<file path="src/rtl/blk_xfer_pkg.sv">
package blk_xfer_pkg;

  typedef enum logic [1:0] {
    ST_IDLE = 2'd0,
    ST_RUN  = 2'd1,
    ST_DONE = 2'd2
  } xfer_state_e;

  typedef struct packed {
    logic pre;
    logic up;
    logic wb;
    logic ld;
  } xfer_mode_t;

endpackage

</file>
<file path="src/rtl/blk_xfer_pick.sv">
// Picks the next register to transfer from the remaining mask:
// lowest set bit for an upward walk, highest for a downward walk.
module blk_xfer_pick #(
  parameter int N  = 16,
  parameter int IW = $clog2(N)
) (
  input  logic [N-1:0]  mask,
  input  logic          up,
  output logic [IW-1:0] idx
);

  logic [IW-1:0] lo_idx;
  logic [IW-1:0] hi_idx;

  always_comb begin
    lo_idx = '0;
    for (int i = N - 1; i >= 0; i--) begin
      if (mask[i]) lo_idx = IW'(i);
    end
  end

  always_comb begin
    hi_idx = '0;
    for (int i = 0; i < N; i++) begin
      if (mask[i]) hi_idx = IW'(i);
    end
  end

  assign idx = up ? lo_idx : hi_idx;

endmodule

</file>
<file path="src/rtl/blk_xfer_addr.sv">
// Address stepping: the effective address of the current access and the
// running address after it. Both pre and post modes advance by one word.
module blk_xfer_addr #(
  parameter int AW    = 32,
  parameter int STEP  = 4
) (
  input  logic [AW-1:0] cur_addr,
  input  logic          up,
  input  logic          pre,
  output logic [AW-1:0] eff_addr,
  output logic [AW-1:0] next_addr
);

  localparam logic [AW-1:0] STEP_V = AW'(STEP);
  localparam logic [AW-1:0] ALIGN_MASK = ~(AW'(STEP - 1));

  logic [AW-1:0] stepped;

  assign stepped   = up ? (cur_addr + STEP_V) : (cur_addr - STEP_V);
  assign next_addr = stepped;
  assign eff_addr  = (pre ? stepped : cur_addr) & ALIGN_MASK;

endmodule

</file>
<file path="src/rtl/blk_xfer_seq.sv">
module blk_xfer_seq
  import blk_xfer_pkg::*;
#(
  parameter int REG_CNT    = 16,
  parameter int IDX_W      = $clog2(REG_CNT),
  parameter int ADDR_W     = 32,
  parameter int DATA_W     = 32,
  parameter int WORD_BYTES = 4
) (
  input  logic               clk,
  input  logic               rst,
  input  logic               start,
  input  logic [REG_CNT-1:0] reg_list,
  input  logic [ADDR_W-1:0]  base_addr,
  input  logic [IDX_W-1:0]   base_idx,
  input  logic               pre_step,
  input  logic               step_up,
  input  logic               writeback,
  input  logic               load,
  input  logic               bank_sel,
  output logic               mem_req,
  output logic               mem_we,
  output logic [ADDR_W-1:0]  mem_addr,
  output logic [DATA_W-1:0]  mem_wdata,
  input  logic [DATA_W-1:0]  mem_rdata,
  input  logic               mem_rdy,
  output logic [IDX_W-1:0]   rf_ridx,
  input  logic [DATA_W-1:0]  rf_rdata,
  output logic               rf_we,
  output logic [IDX_W-1:0]   rf_widx,
  output logic [DATA_W-1:0]  rf_wdata,
  output logic               done,
  output logic [ADDR_W-1:0]  final_addr,
  output logic               illegal
);

  localparam int TRAP_BIT = REG_CNT - 1;

  xfer_state_e        state_q;
  xfer_mode_t         mode_q;
  logic [REG_CNT-1:0] rem_q;
  logic [ADDR_W-1:0]  addr_q;
  logic [IDX_W-1:0]   base_idx_q;
  logic               illegal_q;

  logic [IDX_W-1:0]   cur_idx;
  logic [REG_CNT-1:0] cur_onehot;
  logic [REG_CNT-1:0] rem_next;
  logic [ADDR_W-1:0]  eff_addr;
  logic [ADDR_W-1:0]  next_addr;
  logic               xfer;
  logic               reject;

  blk_xfer_pick #(
    .N  (REG_CNT),
    .IW (IDX_W)
  ) u_pick (
    .mask (rem_q),
    .up   (mode_q.up),
    .idx  (cur_idx)
  );

  blk_xfer_addr #(
    .AW   (ADDR_W),
    .STEP (WORD_BYTES)
  ) u_addr (
    .cur_addr  (addr_q),
    .up        (mode_q.up),
    .pre       (mode_q.pre),
    .eff_addr  (eff_addr),
    .next_addr (next_addr)
  );

  for (genvar g = 0; g < REG_CNT; g++) begin : g_clr
    assign cur_onehot[g] = (cur_idx == IDX_W'(g));
  end

  assign rem_next = rem_q & ~cur_onehot;
  assign reject   = reg_list[TRAP_BIT] | bank_sel;
  assign xfer     = (state_q == ST_RUN) & mem_rdy;

  always_ff @(posedge clk) begin
    if (rst) begin
      state_q    <= ST_IDLE;
      mode_q     <= '0;
      rem_q      <= '0;
      addr_q     <= '0;
      base_idx_q <= '0;
      illegal_q  <= 1'b0;
    end else begin
      case (state_q)
        ST_IDLE: begin
          if (start) begin
            mode_q     <= '{pre: pre_step, up: step_up, wb: writeback, ld: load};
            addr_q     <= base_addr;
            base_idx_q <= base_idx;
            illegal_q  <= reject;
            if (reject) begin
              rem_q   <= '0;
              state_q <= ST_DONE;
            end else begin
              rem_q   <= reg_list;
              state_q <= (|reg_list) ? ST_RUN : ST_DONE;
            end
          end
        end
        ST_RUN: begin
          if (mem_rdy) begin
            rem_q  <= rem_next;
            addr_q <= next_addr;
            if (rem_next == '0) state_q <= ST_DONE;
          end
        end
        default: begin
          state_q <= ST_IDLE;
        end
      endcase
    end
  end

  assign mem_req    = (state_q == ST_RUN);
  assign mem_we     = mem_req & ~mode_q.ld;
  assign mem_addr   = eff_addr;
  assign mem_wdata  = rf_rdata;
  assign rf_ridx    = cur_idx;

  assign done       = (state_q == ST_DONE);
  assign final_addr = addr_q;
  assign illegal    = done & illegal_q;

  assign rf_we      = (xfer & mode_q.ld) | (done & mode_q.wb & ~illegal_q);
  assign rf_widx    = done ? base_idx_q : cur_idx;
  assign rf_wdata   = done ? DATA_W'(addr_q) : mem_rdata;

endmodule

</file>
<file path="config.mk">
export PLATFORM = sky130hd
export DESIGN_NAME = blk_xfer_seq
export DESIGN_NICKNAME = d
export VERILOG_FILES = /design/src/rtl/blk_xfer_pkg.sv /design/src/rtl/blk_xfer_pick.sv /design/src/rtl/blk_xfer_addr.sv /design/src/rtl/blk_xfer_seq.sv
export SDC_FILE = /design/constraint.sdc
export NUM_CORES = 1
export LEC_CHECK = 0
export BUFFER_PORTS_ARGS = -buffer_cell sky130_fd_sc_hd__buf_2
export CAP_MARGIN = 15
export CORE_ASPECT_RATIO = 0.8
export CORE_MARGIN = 1.5
export CORE_UTILIZATION = 48
export DETAILED_ROUTE_END_ITERATION = 10
export PLACE_DENSITY = 0.8
export SYNTH_ARGS = -nofsm -noshare
export SYNTH_HDL_FRONTEND = slang
export SYNTH_SLANG_ARGS = --single-unit
export TNS_END_PERCENT = 1
</file>
<file path="constraint.sdc">
create_clock -name clk -period 5.29 [get_ports clk]
set_clock_uncertainty 0.05 [all_clocks]
set_input_delay 1.058 -clock clk [delete_from_list [all_inputs] [get_ports clk]]
set_output_delay 1.058 -clock clk [all_outputs]
set_load 0.05 [all_outputs]
</file>
==> impl_metrics.tcl, run 1 <==
set metrics [dict create \
    portBuffers 199 \
    post-route-period-util_pct 93.6 \
    dp_hpwl_um 13000 \
    io_pins 266 \
    max_cap_viol_count 0 \
    yosys-top-cells-area "dfxtp_1, nand2_1, a21oi_1, ha_1, mux2_2" \
    place_congestion 0.975 \
    dr.pass1.iters 5 \
    crit_path_max_fanout 18 \
    cts_root_buf "clkbuf_16" \
    via_count 6325 \
    critical_path_class "register to output port" \
    die-area_um2 12300 \
    grt_pass1_vias 5542 \
    worst_setup_path_end_kind "output port" \
    wirelength_um 17600 \
    antenna_left 0 \
    ff_latch_area_um2 1180 \
    grt_max_degree 60 \
    ys_seq_area_share_pct 21.1 \
    setup_viol 0 \
    num_rows 35 \
    drt-initial-drc-count 403 \
    synth_seq_cells 59 \
    setup_tns_ns 0 \
    syn_inst 814 \
    postCtsHoldBufs 0 \
    antenna_found_initial 1 \
    fillers 1080 \
    netlist.area_leader.share_pct 21.1 \
    layout-drive-gt1-share_pct 28.0 \
    cts_tree "built" \
    outcome "completed" \
    synth_edf_count 0 \
    grtUsageMet2_pct 44.4 \
    worst-slew-pin-transition_ns 0.905 \
    met3_usage_pct 6.77 \
    die_w_um 124 \
    reg2reg_slack_ns 1.71 \
    rsz0062_at_grt "false" \
    die_y_um 99.5 \
    final_cell_mix "buf_2, nand2_1, a21oi_1" \
    grt_pass1_wl_um 27700 \
    cts_buffer_depth 2 \
    gr-total-overflow 0 \
    use_met1_pct 38.3 \
    startpoint_type "register" \
    syn_area_um2 5590 \
    final_cells 1115 \
    path_clk_slew_ns 0.05 \
    post_cts_buffers 0 \
    hold_viol_final 0 \
    post_drt_wl_per_cell_um 15.8 \
    area_growth_pct 21.5 \
    worstSkewPairLatency_ns 0.34 \
    ctsResizeCount 0 \
    numCtsBuffers 9 \
    min_period_ns 4.95 \
    slew_viol_final 0 \
    min_path_type "register to register" \
    ys.flop_type "dfxtp_1" \
    core_area_um2 11400 \
    power.static_leakage_nw 3.29 \
    async_reset_ff_share_pct 0 \
    yosys_warnings 0 \
    yosysTopAreaCell "dfxtp_1" \
    ys_types 76 \
    irDropWorstVdd_uv 214 \
    syn_avg_cell_area_um2 6.86 \
    busiest_layer "met2" \
    crit_arrival_ns 3.84 \
    via_per_inst 5.67 \
    initial_core_util_pct 48.9 \
    multiInputGateArea_um2 3890 \
    dp.cells 1098 \
    nets 1115 \
    required_ns 4.18 \
    fmax_mhz 202 \
    power_density_nw_per_um2 357 \
    track_usage_pct 28.1 \
    cts_max_level 3 \
    cts_sinks 59 \
    mostFrequentLayoutCell "buf_2" \
    drc 0 \
    max_slew_margin_pct 39.6 \
]
==> critical path, cell delays in order (launching register included) <==
cell and delay, ns:
dfxtp_1 0.32, inv_1 0.17, buf_4 0.27, ha_1 0.39
nand4_1 0.21, or4b_1 0.62, a311oi_1 0.34, o21ai_1 0.17
a311oi_2 0.30, o21a_1 0.18, o21ai_1 0.09, xnor2_1 0.15
buf_2 0.28
==> power by group <==
| part | internal, mW | switching, mW |
|---|---|---|
| Clock | 0.463 | 0.234 |
| Sequential | 0.478 | 0.0454 |
| Combinational | 0.376 | 0.829 |
| Total | 1.32 | 1.11 |
==> logic make-up after synthesis <==
logic type,count (synthesis),share of synthesized area (%)
AOI/OAI and AO/OA,236,27.2
xor gates and xnor gates,26,4.08
adders and majority gates,30,6.81
buffers and inverters,101,9.47
DFF,59,21.1
muxes,26,5.22
other,1,0.0671
and+or+nand+nor,335,26.1
==> registers in the layout, indices dropped and copies added, names as in the netlist <==
name,count
base_idx_q,4
state_q,2
final_addr,32
rem_q,16
illegal_q,1
mode_q,4
==> Yosys cell counts (all sizes together) (2+ instances only) <==
cell type and n:
clkbuf 33, o21a 4, o21ai 41, or2 6, a311o 2, o21bai 5
a211oi 14, o211ai 6, a311oi 18, clkinv 2, and2 4, xnor2 15
mux2 25, nor3 15, a22oi 2, o31ai 6, nand2 198, a31oi 9
nand3 10, nor2b 3, o211a 2, o31a 2, and4 3, or3 3
a2111oi 4, a21oi 92, ha 28, and3 3, a211o 3, or4 3
nand2b 9, nand4 2, inv 23, nor4 10, a21o 10, xor2 11
buf 43, nor2 64, dfxtp 59
==> final cells by class <==
class	count	share of cell area, %
Multi-Input combinational cell	655	57.3
Sequential cell	59	17.4
Timing Repair Buffer	211	16.0
Clock buffer	9	3.32
Tap cell	148	2.73
Clock inverter	7	1.82
Inverter	25	1.42
Antenna cell	1	0.0369
==> path summary, 6_finish.rpt <==
kind,from,to,depth (start not counted)
min,mode_q[3],mode_q[3],2
max reg2reg,mode_q[2],final_addr[31],11
min reg2reg,mode_q[3],mode_q[3],2
max,mode_q[2],mem_addr[31],12
==> per-layer routing <==
metal | wire length (um) | part of all wire, % | up-vias
li1 | - | - | 3154
met1 | 8070 | 46 | 2862
met2 | 7770 | 44 | 277
met3 | 1440 | 8.2 | 32
met4 | 327 | 1.9 | 0
met5 | 0 | 0 | -
==> through the flow <==
stage               total power [mW]  hold slack, ns  area, um2  setup slack (ns)  util, %
floorplan                       1.52           0.387       5590            0.0300        -
global placement                1.71           0.393       6440             0.746     56.3
detailed placement              1.72           0.397       6440             0.701     56.3
CTS                             2.42           0.404       6790             0.349     59.4
global route                    2.55           0.420       6790            0.0591     59.4
finish                          2.42           0.402       6790             0.340     59.4
(Power assumes the default switching activity.)
==> run 2, diff against run 1 <==
--- a/config.mk
+++ b/config.mk
@@ -7,11 +7,13 @@
 export LEC_CHECK = 0
 export BUFFER_PORTS_ARGS = -buffer_cell sky130_fd_sc_hd__buf_2
 export CAP_MARGIN = 15
+export CELL_PAD_IN_SITES_DETAIL_PLACEMENT = 0
+export CELL_PAD_IN_SITES_GLOBAL_PLACEMENT = 2
 export CORE_ASPECT_RATIO = 0.8
 export CORE_MARGIN = 1.5
-export CORE_UTILIZATION = 48
+export CORE_UTILIZATION = 24
 export DETAILED_ROUTE_END_ITERATION = 10
-export PLACE_DENSITY = 0.8
+export PLACE_DENSITY = 0.79
 export SYNTH_ARGS = -nofsm -noshare
 export SYNTH_HDL_FRONTEND = slang
 export SYNTH_SLANG_ARGS = --single-unit
==> run 2 against run 1 <==
Against the previous run: cell area grew 2.7%; clock-buffer cell count grew 2; largest cell class unchanged; worst setup slack lost 0.014 ns; largest power group unchanged; sequential power grew 1%; wire length grew 21%; clock power shrank 18%; combinational power is essentially flat; first-iteration DRC count grew 23%; core utilization shrank 29 points.
==> impl_metrics.tcl, run 2 (same netlist as run 1, synthesis figures left out) <==
set metrics [dict create \
    gr-total-overflow 0 \
    initial_core_util_pct 24.6 \
    min_path_type "register to register" \
    antenna_found_initial 0 \
    final_cell_mix "buf_2, nand2_1, a21oi_1" \
    dp_hpwl_um 16000 \
    place_congestion 0.885 \
    grt_pass1_vias 6037 \
    nets 1119 \
    drc 0 \
    mostFrequentLayoutCell "buf_2" \
    core_area_um2 22700 \
    rsz0062_at_grt "false" \
    worst-slew-pin-transition_ns 1.12 \
    grt_max_degree 51 \
    use_met1_pct 25.1 \
    slew_viol_final 0 \
    grtUsageMet2_pct 27.0 \
    die-area_um2 24200 \
    num_rows 49 \
    min_period_ns 4.96 \
    post-route-period-util_pct 93.8 \
    wirelength_um 21400 \
    hold_viol_final 0 \
    worstSkewPairLatency_ns 0.34 \
    io_pins 266 \
    cts_buffer_depth 2 \
    drt-initial-drc-count 496 \
    fmax_mhz 201 \
    power.static_leakage_nw 3.28 \
    post_drt_wl_per_cell_um 16.8 \
    fillers 2553 \
    via_per_inst 4.94 \
    max_cap_viol_count 0 \
    cts_tree "built" \
    startpoint_type "register" \
    layout-drive-gt1-share_pct 28.5 \
    area_growth_pct 24.8 \
    crit_arrival_ns 3.86 \
    utilization_pct 30.7 \
    irDropWorstVdd_uv 117 \
    grt_pass1_wl_um 33500 \
    required_ns 4.18 \
    via_count 6309 \
    die_y_um 139 \
    antenna_left 0 \
    critical_path_class "register to output port" \
    worst_setup_path_end_kind "output port" \
    busiest_layer "met2" \
    max_slew_margin_pct 25.0 \
    cts_max_level 3 \
    crit_path_max_fanout 17 \
    n_antenna_cell 0 \
    numCtsBuffers 9 \
    path_clk_slew_ns 0.06 \
    met3_usage_pct 3.25 \
    cts_sinks 59 \
    power_density_nw_per_um2 335 \
    dr.pass1.iters 5 \
    largest_register_ffs 32 \
    outcome "completed" \
    track_usage_pct 17.5 \
    portBuffers 199 \
    setup_tns_ns 0 \
    postCtsHoldBufs 0 \
    die_w_um 174 \
    cts_root_buf "clkbuf_16" \
    setup_viol 0 \
]
==> run 2: repair_timing <==
item	in CTS	in global routing
setup endpoints to repair	0	2
buffers inserted	0	1
gates resized for setup	0	3
==> run 2: routing by layer <==
| metal | routed length (um) | vias to the layer above |
|---|---|---|
| li1 | - | 3154 |
| met1 | 10800 | 2951 |
| met2 | 9250 | 188 |
| met3 | 1080 | 16 |
| met4 | 273 | 0 |
| met5 | 0 | - |
==> run 2: layout make-up <==
| cell class | instances | area [um2] | area share (%) |
|---|---|---|---|
| clock inverters | 5 | 38.8 | 0.556 |
| inverters | 25 | 100 | 1.44 |
| flip-flops and latches | 59 | 1180 | 16.9 |
| clock buffers | 11 | 243 | 3.48 |
| well taps | 306 | 383 | 5.49 |
| multi-input cells | 655 | 3900 | 55.9 |
| repair buffers | 215 | 1130 | 16.2 |
==> run 2: worst paths after layout <==
kind / slack [ns] / from / cells after the start / to
max: 0.33 / mode_q[2] / 11 / mem_addr[30]
min: 0.41 / base_idx_q[0] / 2 / base_idx_q[0]
max reg2reg: 1.85 / mode_q[2] / 12 / final_addr[31]
min reg2reg: 0.41 / base_idx_q[0] / 2 / base_idx_q[0]
==> run 2: worst max-delay path, stage by stage, from the launching register on <==
cell	delay [ns]
dfxtp_1	0.37
clkinvlp_4	0.11
buf_12	0.16
ha_1	0.25
or4_1	0.57
o22a_1	0.23
a221o_1	0.41
a2111o_1	0.44
a31o_1	0.25
mux2i_1	0.15
o31ai_1	0.26
buf_2	0.32
==> run 2: per-stage QoR <==
stage | hold slack [ns] | setup slack (ns) | instance area (um2) | cells | total power [mW]
after floorplan | 0.387 | 0.0300 | 5590 | 815 | 1.52
after global placement | 0.397 | 0.489 | 6660 | 1259 | 1.77
after detailed placement | 0.404 | 0.497 | 6660 | 1259 | 1.76
after CTS | 0.413 | 0.0808 | 6940 | 1275 | 2.35
after global routing | 0.445 | 0.114 | 6970 | 1276 | 2.48
final | 0.413 | 0.326 | 6970 | 1276 | 2.33
==> run 2: where the power goes <==
part / switching, mW / internal (mW) / leakage, nW
logic: 0.849 / 0.380 / 2.66
registers: 0.0512 / 0.478 / 0.485
clock network: 0.243 / 0.332 / 0.136
==> run 3, diff against run 2 <==
--- a/config.mk
+++ b/config.mk
@@ -11,9 +11,9 @@
 export CELL_PAD_IN_SITES_GLOBAL_PLACEMENT = 2
 export CORE_ASPECT_RATIO = 0.8
 export CORE_MARGIN = 1.5
-export CORE_UTILIZATION = 24
+export CORE_UTILIZATION = 26
 export DETAILED_ROUTE_END_ITERATION = 10
-export PLACE_DENSITY = 0.79
+export PLACE_DENSITY = 0.85
 export SYNTH_ARGS = -nofsm -noshare
 export SYNTH_HDL_FRONTEND = slang
 export SYNTH_SLANG_ARGS = --single-unit
==> constraint.sdc (replaced) <==
create_clock -name clk -period 5.85 [get_ports clk]
set_clock_uncertainty 0.05 [all_clocks]
set_input_delay 1.17 -clock clk [delete_from_list [all_inputs] [get_ports clk]]
set_output_delay 1.17 -clock clk [all_outputs]
set_load 0.05 [all_outputs]
==> run 3 against run 2 <==
Against the previous run: non-clock buffer count decreased by 5; sequential cell count stayed put; core utilization increased by 2.3 points; cell count decreased by 3.3%; sequential power down 9.6%; worst setup slack improved by 0.29 ns; die area down 7.5%; critical path depth up 1; wire length is 3.6% lower; sequential share of layout area increased by 0.18 points; global-route usage up 0.78 points; power shrank 7.5%; critical path type unchanged; critical endpoint is now mem_addr[31].
==> impl_metrics.tcl, run 3 (same netlist as run 1, synthesis figures left out) <==
set metrics [dict create \
    core_area_um2 20900 \
    final_cell_mix "buf_2, nand2_1, a21oi_1" \
    required_ns 4.63 \
    startpoint_type "register" \
    slew_viol_final 0 \
    wirelength_um 20600 \
    via_per_inst 5.04 \
    gr-total-overflow 0 \
    crit_arrival_ns 4.02 \
    setup_tns_ns 0 \
    cts_root_buf "clkbuf_16" \
    fillers 2280 \
    hold_viol_final 0 \
    initial_core_util_pct 26.8 \
    post_cts_buffers 0 \
    via_count 6218 \
    nets 1114 \
    reg2reg_slack_ns 2.16 \
    final_cells 1234 \
    outcome "completed" \
    power.share.sequential_pct 22.1 \
    met3_length_um 1190 \
    max_slew_margin_pct 34.9 \
    post_drt_wl_per_cell_um 16.7 \
    antenna_found_initial 0 \
    path_clk_slew_ns 0.06 \
    rsz0062_at_grt "false" \
    dr.pass1.iters 5 \
    max_cap_viol_count 0 \
    place_congestion 0.880 \
    dp_hpwl_um 15300 \
    die_y_um 134 \
    layout-drive-gt1-share_pct 27.8 \
    fin_ws_ns 0.613 \
    ctsResizeCount 0 \
    num_rows 47 \
    grt_pass1_wl_um 32600 \
    crit_path_max_fanout 17 \
    route.met2.wl_um 8840 \
    power.share.clock_pct 27.1 \
    drc 0 \
    post-route-period-util_pct 89.5 \
    track_usage_pct 18.2 \
    numCtsBuffers 9 \
    die-area_um2 22400 \
    die_w_um 167 \
    cts_tree "built" \
    power.static_leakage_nw 3.27 \
    worst-slew-pin-transition_ns 0.977 \
    area_growth_pct 23.5 \
    io_pins 266 \
    antenna_left 0 \
    p_int_mw 1.14 \
    worstSkewPairLatency_ns 0.34 \
    largest_register_ffs 32 \
    portBuffers 199 \
    fin_area_um2 6900 \
    pre_cts_ws_ns 1.00 \
    swShare_pct 47.0 \
    top_layer "met4" \
    drt-initial-drc-count 329 \
    grt_pass1_vias 5881 \
    dp.cells 1218 \
    cts_buffer_depth 2 \
    cts_max_level 3 \
    mostFrequentLayoutCell "buf_2" \
    utilization_pct 33.1 \
    min_path_type "register to register" \
    n_antenna_cell 0 \
    power.switching_mw 1.01 \
    power_density_nw_per_um2 313 \
    worst_setup_path_end_kind "output port" \
    comb_power_share_pct 50.8 \
    irDropWorstVdd_uv 102 \
    fmax_mhz 191 \
    place_area_um2 6580 \
    min_period_ns 5.24 \
    wl_met1_um 10400 \
    cts_sinks 59 \
    critical_path_class "register to output port" \
    grt_max_degree 59 \
    postCtsHoldBufs 0 \
    setup_viol 0 \
]
[run 3: critical path: stages (launching register included)]
cell      delay, ns
dfxtp_1        0.32
inv_1          0.27
ha_1           0.52
o21ai_1        0.13
and2_1         0.18
or4b_1         0.56
a311oi_1       0.46
o21ai_1        0.20
a311oi_2       0.31
o21a_1         0.18
o21ai_1        0.10
xnor2_1        0.15
buf_2          0.28
[run 3: path summary, 6_finish.rpt]
path,from,endpoint,cells past startpoint
setup / recovery,mode_q[2],mem_addr[31],12
hold reg to reg,base_idx_q[2],base_idx_q[2],2
setup reg to reg,mode_q[2],final_addr[31],11
hold / removal,base_idx_q[2],base_idx_q[2],2
[run 3: through the flow]
stage / hold slack (ns) / total power [mW]
2_1_floorplan: 0.387 / 1.37
3_3_place_gp: 0.396 / 1.58
3_5_place_dp: 0.397 / 1.58
4_1_cts: 0.405 / 2.17
5_1_grt: 0.420 / 2.28
6_report: 0.403 / 2.16
[run 3: cell type report]
cell class,instances,area [um2],area share [%]
clock inverters,6,90.1,1.31
clock buffers,10,229,3.32
flip-flops and latches,59,1180,17.1
well taps,269,337,4.88
inverters,25,96.3,1.40
repair buffers,210,1080,15.6
multi-input cells,655,3890,56.4
[run 3: power by group through the flow]
| stage | clock (mW) | combinational, mW | sequential, mW |
|---|---|---|---|
| finish | 0.584 | 1.10 | 0.478 |
| global route | 0.615 | 1.18 | 0.485 |
| CTS | 0.598 | 1.10 | 0.479 |
| detailed placement | 0 | 1.09 | 0.487 |
| global placement | 0 | 1.10 | 0.486 |
| floorplan | 0 | 0.830 | 0.544 |
[run 3: per-layer routing]
metal	vias up	track usage [%]
met5	-	0
met4	0	3.89
met3	16	3.51
met2	201	28.1
met1	2851	26.2
li1	3150	-
